`src/rtl/lsu_align.sv`:
```
module lsu_align #(
  parameter int OFF_W = 12
) (
  input  logic        clk,
  input  logic        rst_n,
  input  logic        req_valid,
  input  logic        req_store,
  input  logic [2:0]  req_funct3,
  input  logic [31:0] req_base,
  input  logic [OFF_W-1:0] req_offset,
  input  logic [31:0] req_wsrc,
  output logic [31:0] mem_addr,
  output logic        mem_we,
  output logic        mem_re,
  output logic [3:0]  mem_be,
  output logic [31:0] mem_wdata,
  output logic        misaligned,
  input  logic [31:0] mem_rdata,
  output logic        load_valid,
  output logic [31:0] load_data
);
  localparam int EXT_W = 32 - OFF_W;

  logic [1:0] lane;
  logic [1:0] sz;
  logic       legal, bad_align, go;

  assign mem_addr = req_base + {{EXT_W{req_offset[OFF_W-1]}}, req_offset};
  assign lane     = mem_addr[1:0];
  assign sz       = req_funct3[1:0];

  assign legal = req_store ? (!req_funct3[2] && sz != 2'd3)
                           : (sz != 2'd3 && !(req_funct3[2] && sz[1]));
  assign bad_align = legal && ((sz == 2'd1 && lane[0]) || (sz == 2'd2 && lane != 2'd0));
  assign go        = req_valid && legal && !bad_align;

  assign misaligned = req_valid && bad_align;
  assign mem_we     = go && req_store;
  assign mem_re     = go && !req_store;

  always_comb begin
    mem_be    = 4'b0000;
    mem_wdata = req_wsrc;
    case (sz)
      2'd0: begin
        mem_wdata = {4{req_wsrc[7:0]}};
        if (mem_we) mem_be = 4'b0001 << lane;
      end
      2'd1: begin
        mem_wdata = {2{req_wsrc[15:0]}};
        if (mem_we) mem_be = 4'b0011 << lane;
      end
      default: begin
        if (mem_we) mem_be = 4'b1111;
      end
    endcase
  end

  logic [2:0] pend_f3;
  logic [1:0] pend_lane;

  always_ff @(posedge clk) begin
    if (!rst_n) begin
      load_valid <= 1'b0;
      pend_f3    <= 3'd0;
      pend_lane  <= 2'd0;
    end else begin
      load_valid <= mem_re;
      if (mem_re) begin
        pend_f3   <= req_funct3;
        pend_lane <= lane;
      end
    end
  end

  logic [7:0]  rd_byte;
  logic [15:0] rd_half;

  assign rd_byte = 8'(mem_rdata >> {pend_lane, 3'b000});
  assign rd_half = pend_lane[1] ? mem_rdata[31:16] : mem_rdata[15:0];

  always_comb begin
    load_data = 32'd0;
    if (load_valid) begin
      case (pend_f3)
        3'b000:  load_data = {{24{rd_byte[7]}}, rd_byte};
        3'b001:  load_data = {{16{rd_half[15]}}, rd_half};
        3'b100:  load_data = {24'd0, rd_byte};
        3'b101:  load_data = {16'd0, rd_half};
        default: load_data = mem_rdata;
      endcase
    end
  end

  AST_MISALIGN_SILENT: assert property (@(posedge clk) disable iff (!rst_n)
    misaligned |-> (mem_be == 4'b0000 && !mem_we && !mem_re));
  AST_BE_WIDTH: assert property (@(posedge clk) disable iff (!rst_n)
    mem_we |-> ($countones(mem_be) == 1 || $countones(mem_be) == 2 || $countones(mem_be) == 4));
  AST_LOAD_FOLLOWS: assert property (@(posedge clk) disable iff (!rst_n)
    mem_re |=> load_valid);
  AST_LOAD_CAUSE: assert property (@(posedge clk) disable iff (!rst_n)
    load_valid |-> $past(mem_re));
  AST_SIGNED_BYTE: assert property (@(posedge clk) disable iff (!rst_n)
    (mem_re && req_funct3 == 3'b000) |=> (load_data[31:8] == {24{load_data[7]}}));
  AST_UNSIGNED_BYTE: assert property (@(posedge clk) disable iff (!rst_n)
    (mem_re && req_funct3 == 3'b100) |=> (load_data[31:8] == 24'd0));
  AST_ONE_STROBE: assert property (@(posedge clk) disable iff (!rst_n)
    !(mem_we && mem_re));
endmodule

```
`config.mk`:
```
export PLATFORM = sky130hd
export DESIGN_NAME = lsu_align
export DESIGN_NICKNAME = d
export VERILOG_FILES = /design/src/rtl/lsu_align.sv
export SDC_FILE = /design/constraint.sdc
export NUM_CORES = 1
export LEC_CHECK = 0
export BUFFER_PORTS_ARGS = -buffer_cell sky130_fd_sc_hd__buf_2
export CAP_MARGIN = 20
export CORE_AREA = 2 2 86 88
export CTS_CLUSTER_SIZE = 25
export DETAILED_ROUTE_END_ITERATION = 10
export DIE_AREA = 0 0 88 90
export PLACE_DENSITY = 0.95
export SETUP_SLACK_MARGIN = 0.4
export SKIP_LAST_GASP = 1
export SLEW_MARGIN = 5
export SYNTH_ARGS = -nofsm -noshare
export SYNTH_HDL_FRONTEND = slang
export SYNTH_SLANG_ARGS = --single-unit
```
`constraint.sdc`:
```
create_clock -name clk -period 6.3 [get_ports clk]
set_input_delay 1.26 -clock clk [delete_from_list [all_inputs] [get_ports clk]]
set_output_delay 1.26 -clock clk [all_outputs]
set_load 0.02 [all_outputs]
```
; ---- Word level (Yosys, flattened, before mapping)
; Cells that the tools add are included.
[classes]
n_addsub = 1
n_eq_ne = 6
shifts = 3
muxes = 9
n_reduce_logical = 19
[ops]
columns = cell, count
row1 = $pmux 32 s4, 1
row2 = $pmux 32 s2, 1
row3 = $add 32x32->32, 1
row4 = $mux 32, 1
row5 = $shr 32x5->8, 1
row6 = $mux 16, 1
row7 = $mux 4, 3
row8 = $logic_and 1x1->1, 11
row9 = $pmux 4 s2, 1
row10 = $eq 3x3->1 const B, 2
row11 = $logic_not 1->1, 4
row12 = $shl 1x2->4 const A, 1
row13 = $shl 2x2->4 const A, 1
row14 = $eq 3x1->1 const B, 1
row15 = $logic_not 3->1, 1
row16 = $eq 2x1->1 const B, 1
row17 = $eq 2x2->1 const B, 1
row18 = $logic_not 2->1, 1
row19 = $ne 2x2->1 const B, 1
row20 = $reduce_bool 2->1, 1
row21 = $logic_or 1x1->1, 1
row22 = $mux 1, 1
[word_totals]
reg_bits = 6
inputBits = 115
out_inout_bits = 104

; ---- Longest topological paths before layout
[logic_depth]
word_depth = 10
depth_mapped = 10

; ---- Worst setup path after synthesis
; OpenSTA, ideal clock, no wires.
[synth_path]
path_type = in2out
startpoint = in req_base[0]
endpoint = out mem_addr[24]
arrival_time_ps = 3690
path_slack_ps = 1350
cell_stages = 10
n_path_buf = 0
path_cell_list = ha_1 > fa_1 > a21o_1 > a21oi_1 > o211ai_1 > nand4_1 > a31oi_1 > o211ai_1 > a21oi_1 > a311oi_1
[synth_via]
elab_chain_len = 1
[synth_rtl]
columns = item, line_no
row1 = start: declaration, 9  ; input logic [31:0] req_base,
row2 = $add 32x32->32, 28  ; assign mem_addr = req_base + {{EXT_W{req_offset[OFF_W-1]}}, req_offset};
row3 = end: declaration, 12  ; output logic [31:0] mem_addr,
; Every way passes these cells.

; ---- Worst setup path in the final report
[layout_path]
startpoint = in req_base[0]
endpoint = out mem_addr[30]
; The elaborated chain is that of the path after synthesis.

==> metrics.md <==
| Metric | Value |
|---|---|
| Setup_tns | 0 ns |
| GRT overflow | 0 |
| Final antenna-violating net count | 0 |
| PwrDens | roughly 130 mW/mm^2 |
| P&R area growth vs syn | 36.0% |
| Drc violations | 0 |
| Clock net sink count | 6 |
| Worst skew pair latency | approximately 0.21 ns |
| Setup crit start kind | primary input |
| Post-synth EDFFs | 0 |
| Final Critical Period | roughly 5.2 ns |
| Largest net degree at the start of global routing | 31 |
| Buffers added on ports | 218 |
| Setup crit end kind | primary output |
| Synth Register Bits | 6 |
| GP Congestion | a little over 0.9 |
| Synthesized cell area | 0.00310 mm^2 |
| Ys flop type | dfxtp_1 |
| Yosys top cell by area | ha_1 |
| Clock transition at path regs | 0.04 ns |
| Comb pwr share | 81.7% |
| Antenna violations before repair | 2 |
| Synth Instances | around 450 |
| Register-to-Register Setup Slack | 4.73 ns |
| Req. time, crit path | 5.04 ns |
| Final hold vios | 0 |
| Worst endpoint data arrival time | approximately 4 ns |
| Fillers | a little over 600 |
| GR Util All Layers | around a quarter |
| DP HPWL | 9090 um |
| Vias | 4183 |
| Final setup viols | 0 |
| Number of H-tree levels | 1 |
| CORE AREA | 0.00702 mm^2 |
| Clock buffer count from CTS | 3 |
| Min Hold Slack | approximately 0.57 ns |
| Pins Over Slew Limit | 0 |
| Int Power | 0.257 mW |
| Clk_skew | 0 ns |
| Tightest Pin Transition | 0.770 ns |
| Initial core utilization | 44.1% |
| Post_cts resized | 0 |
| Post-synth ARST share | 0% |
| Drt pass-1 iters | 5 |
| DP Worst Slack | 1.16 ns |
| Library cells used by synthesis | 56 |
| # hold bufs at CTS | 0 |
| # IOs | 219 |
| Core Util, Final | 60.0% |
| CTS max path bufs | 2 |
| Synth area leaders | ha_1 (14%), a21oi_1 (8.7%), mux2_2 (8.7%), xnor2_1 (4.8%), nor2_1 (4.7%) |
| Initial detailed-routing violation count | 162 |
| Row count | 31 |
| Max Cap Viol | 0 |
| Root buffer cell | clkbuf_8 |
| Relative max-transition margin | 48.6% |
| Sw Pwr | 0.292 mW |
| First-pass GRT wire length | ~17000 um |
| Tot Pwr | 0.549 mW |
| Count leader, synth | a21oi_1 |
| WS Path Type | primary input to primary output |
| Yosys Warn Count | 0 |
| Routed WL per cell | 14.8 um |
| Switching power share of the total | 53.2% |
| Die ar. | 0.00792 mm^2 |
| Setup ws final | 1.14 ns |
| Clock network power share | 10.2% |
| Die X | around 88 um |
| Most frequent cells after synthesis | a21oi_1 (54), nor2_1 (39), nand2_1 (38) |
| Share of post-route cells with drive strength above 1 | 40.0% |
| Die Y | 90 um |
| HP Class | flip-flop to flip-flop |
| Peak supply drop | roughly 0.000091 V |
| Post-synth top area share | between 10% and 20% |
| RSZ-0062 raised after global routing | no |
| Final worst-path cycle share | 82.0% |
| Routed WL | 10900 um |
| Achievable frequency | 0.194 GHz |
| Critical Path Fanout Max | 5 |
| Pleak | 2.26 nW |
| Post-synthesis average cell area | 6.92 um^2 |
| Fin nets | 793 |
| Vias in the first global route | 3789 |
| Status | completed |
| Setup Fix Bufs, Post-CTS | 0 |
| Via density | approximately 5.6 |
| Sequential power share | under 10% |
| Syn_nets | 599 |
| Register area share after synthesis | about 3.9% |
| CTS tree | yes |
-- final cells by class --
type,count,area (um^2),share of cell area [%]
Timing Repair Buffer,218,1090,25.9
Multi-Input combinational cell,384,2730,64.6
Tap cell,99,124,2.94
Clock buffer,3,41.3,0.980
Sequential cell,6,120,2.85
Antenna cell,2,5.00,0.119
Inverter,29,109,2.58
-- logic make-up (layout without fill, tap and decap cells) --
logic type	after synthesis	after routing	share of synthesized area (%)
AO/OA/AOI/OAI	156	156	32.9
XOR/XNOR	23	23	6.50
adder cells (fa/ha/maj)	36	36	14.8
buffers and inverters	58	250	8.20
flip-flops	6	6	3.88
multiplexers	37	37	12.9
other	0	2	0
AND/OR/NAND/NOR	132	132	20.8
-- routing by layer --
layer	track usage [%]	routed length, um	vias to the layer above
met5	0	30	-
met4	7.05	174	4
met3	5.05	909	23
met2	46.9	5520	220
met1	28.6	4300	1907
li1	-	-	2029
-- layout by cell type, fill, tap and decap left out, drive strengths merged, types with 3 or more instances in the layout --
| cell type | n |
|---|---|
| o21ai | 32 |
| inv | 29 |
| nor3 | 8 |
| a21oi | 56 |
| a21boi | 5 |
| xor2 | 6 |
| nand3 | 14 |
| nand2 | 38 |
| clkbuf | 3 |
| xnor2 | 17 |
| a21o | 16 |
| nor2b | 5 |
| mux2 | 24 |
| nor2 | 39 |
| buf | 218 |
| mux2i | 13 |
| a211oi | 6 |
| dfxtp | 6 |
| o211ai | 4 |
| ha | 35 |
| and2 | 7 |
| nand2b | 3 |
| nand4 | 4 |
| o221ai | 7 |
| a31oi | 7 |
| and3 | 8 |
| a311oi | 4 |
| o21a | 5 |
| o21bai | 3 |
-- power groups by stage --
stage               Clock, mW  Combinational, mW  Sequential, mW
finish                 0.0561              0.449          0.0441
global route           0.0611              0.486          0.0442
CTS                    0.0574              0.445          0.0438
detailed placement          0              0.442          0.0443
global placement            0              0.431          0.0441
floorplan                   0              0.306          0.0411
-- state kept, by name (all words and copies together), names as in the netlist --
register,flops
pend_f3,3
load_valid,1
pend_lane,2
-- metrics by stage --
stage          cell area, um^2  cells
2_1_floorplan             3100    448
3_3_place_gp              4170    736
3_5_place_dp              4170    736
4_1_cts                   4210    739
5_1_grt                   4210    739
6_report                  4220    741
-- worst max-delay path, stage by stage --
cell and delay, ns:
buf_2 0.10, ha_1 0.23, fa_1 0.41, a21o_1 0.19
a21oi_1 0.26, o211ai_1 0.17, nand4_1 0.14, a31oi_1 0.18
o211ai_1 0.36, a21oi_1 0.14, a211oi_1 0.26, buf_2 0.21
-- final timing paths --
kind	start	endpoint	depth (start not counted)
setup reg to reg	pend_f3[1]	pend_f3[1]	3
hold reg to reg	pend_lane[0]	pend_lane[0]	2
setup / recovery	req_base[0]	mem_addr[30]	12
hold / removal	pend_lane[0]	pend_lane[0]	2
No activity file was read; power rests on OpenSTA's default activity.
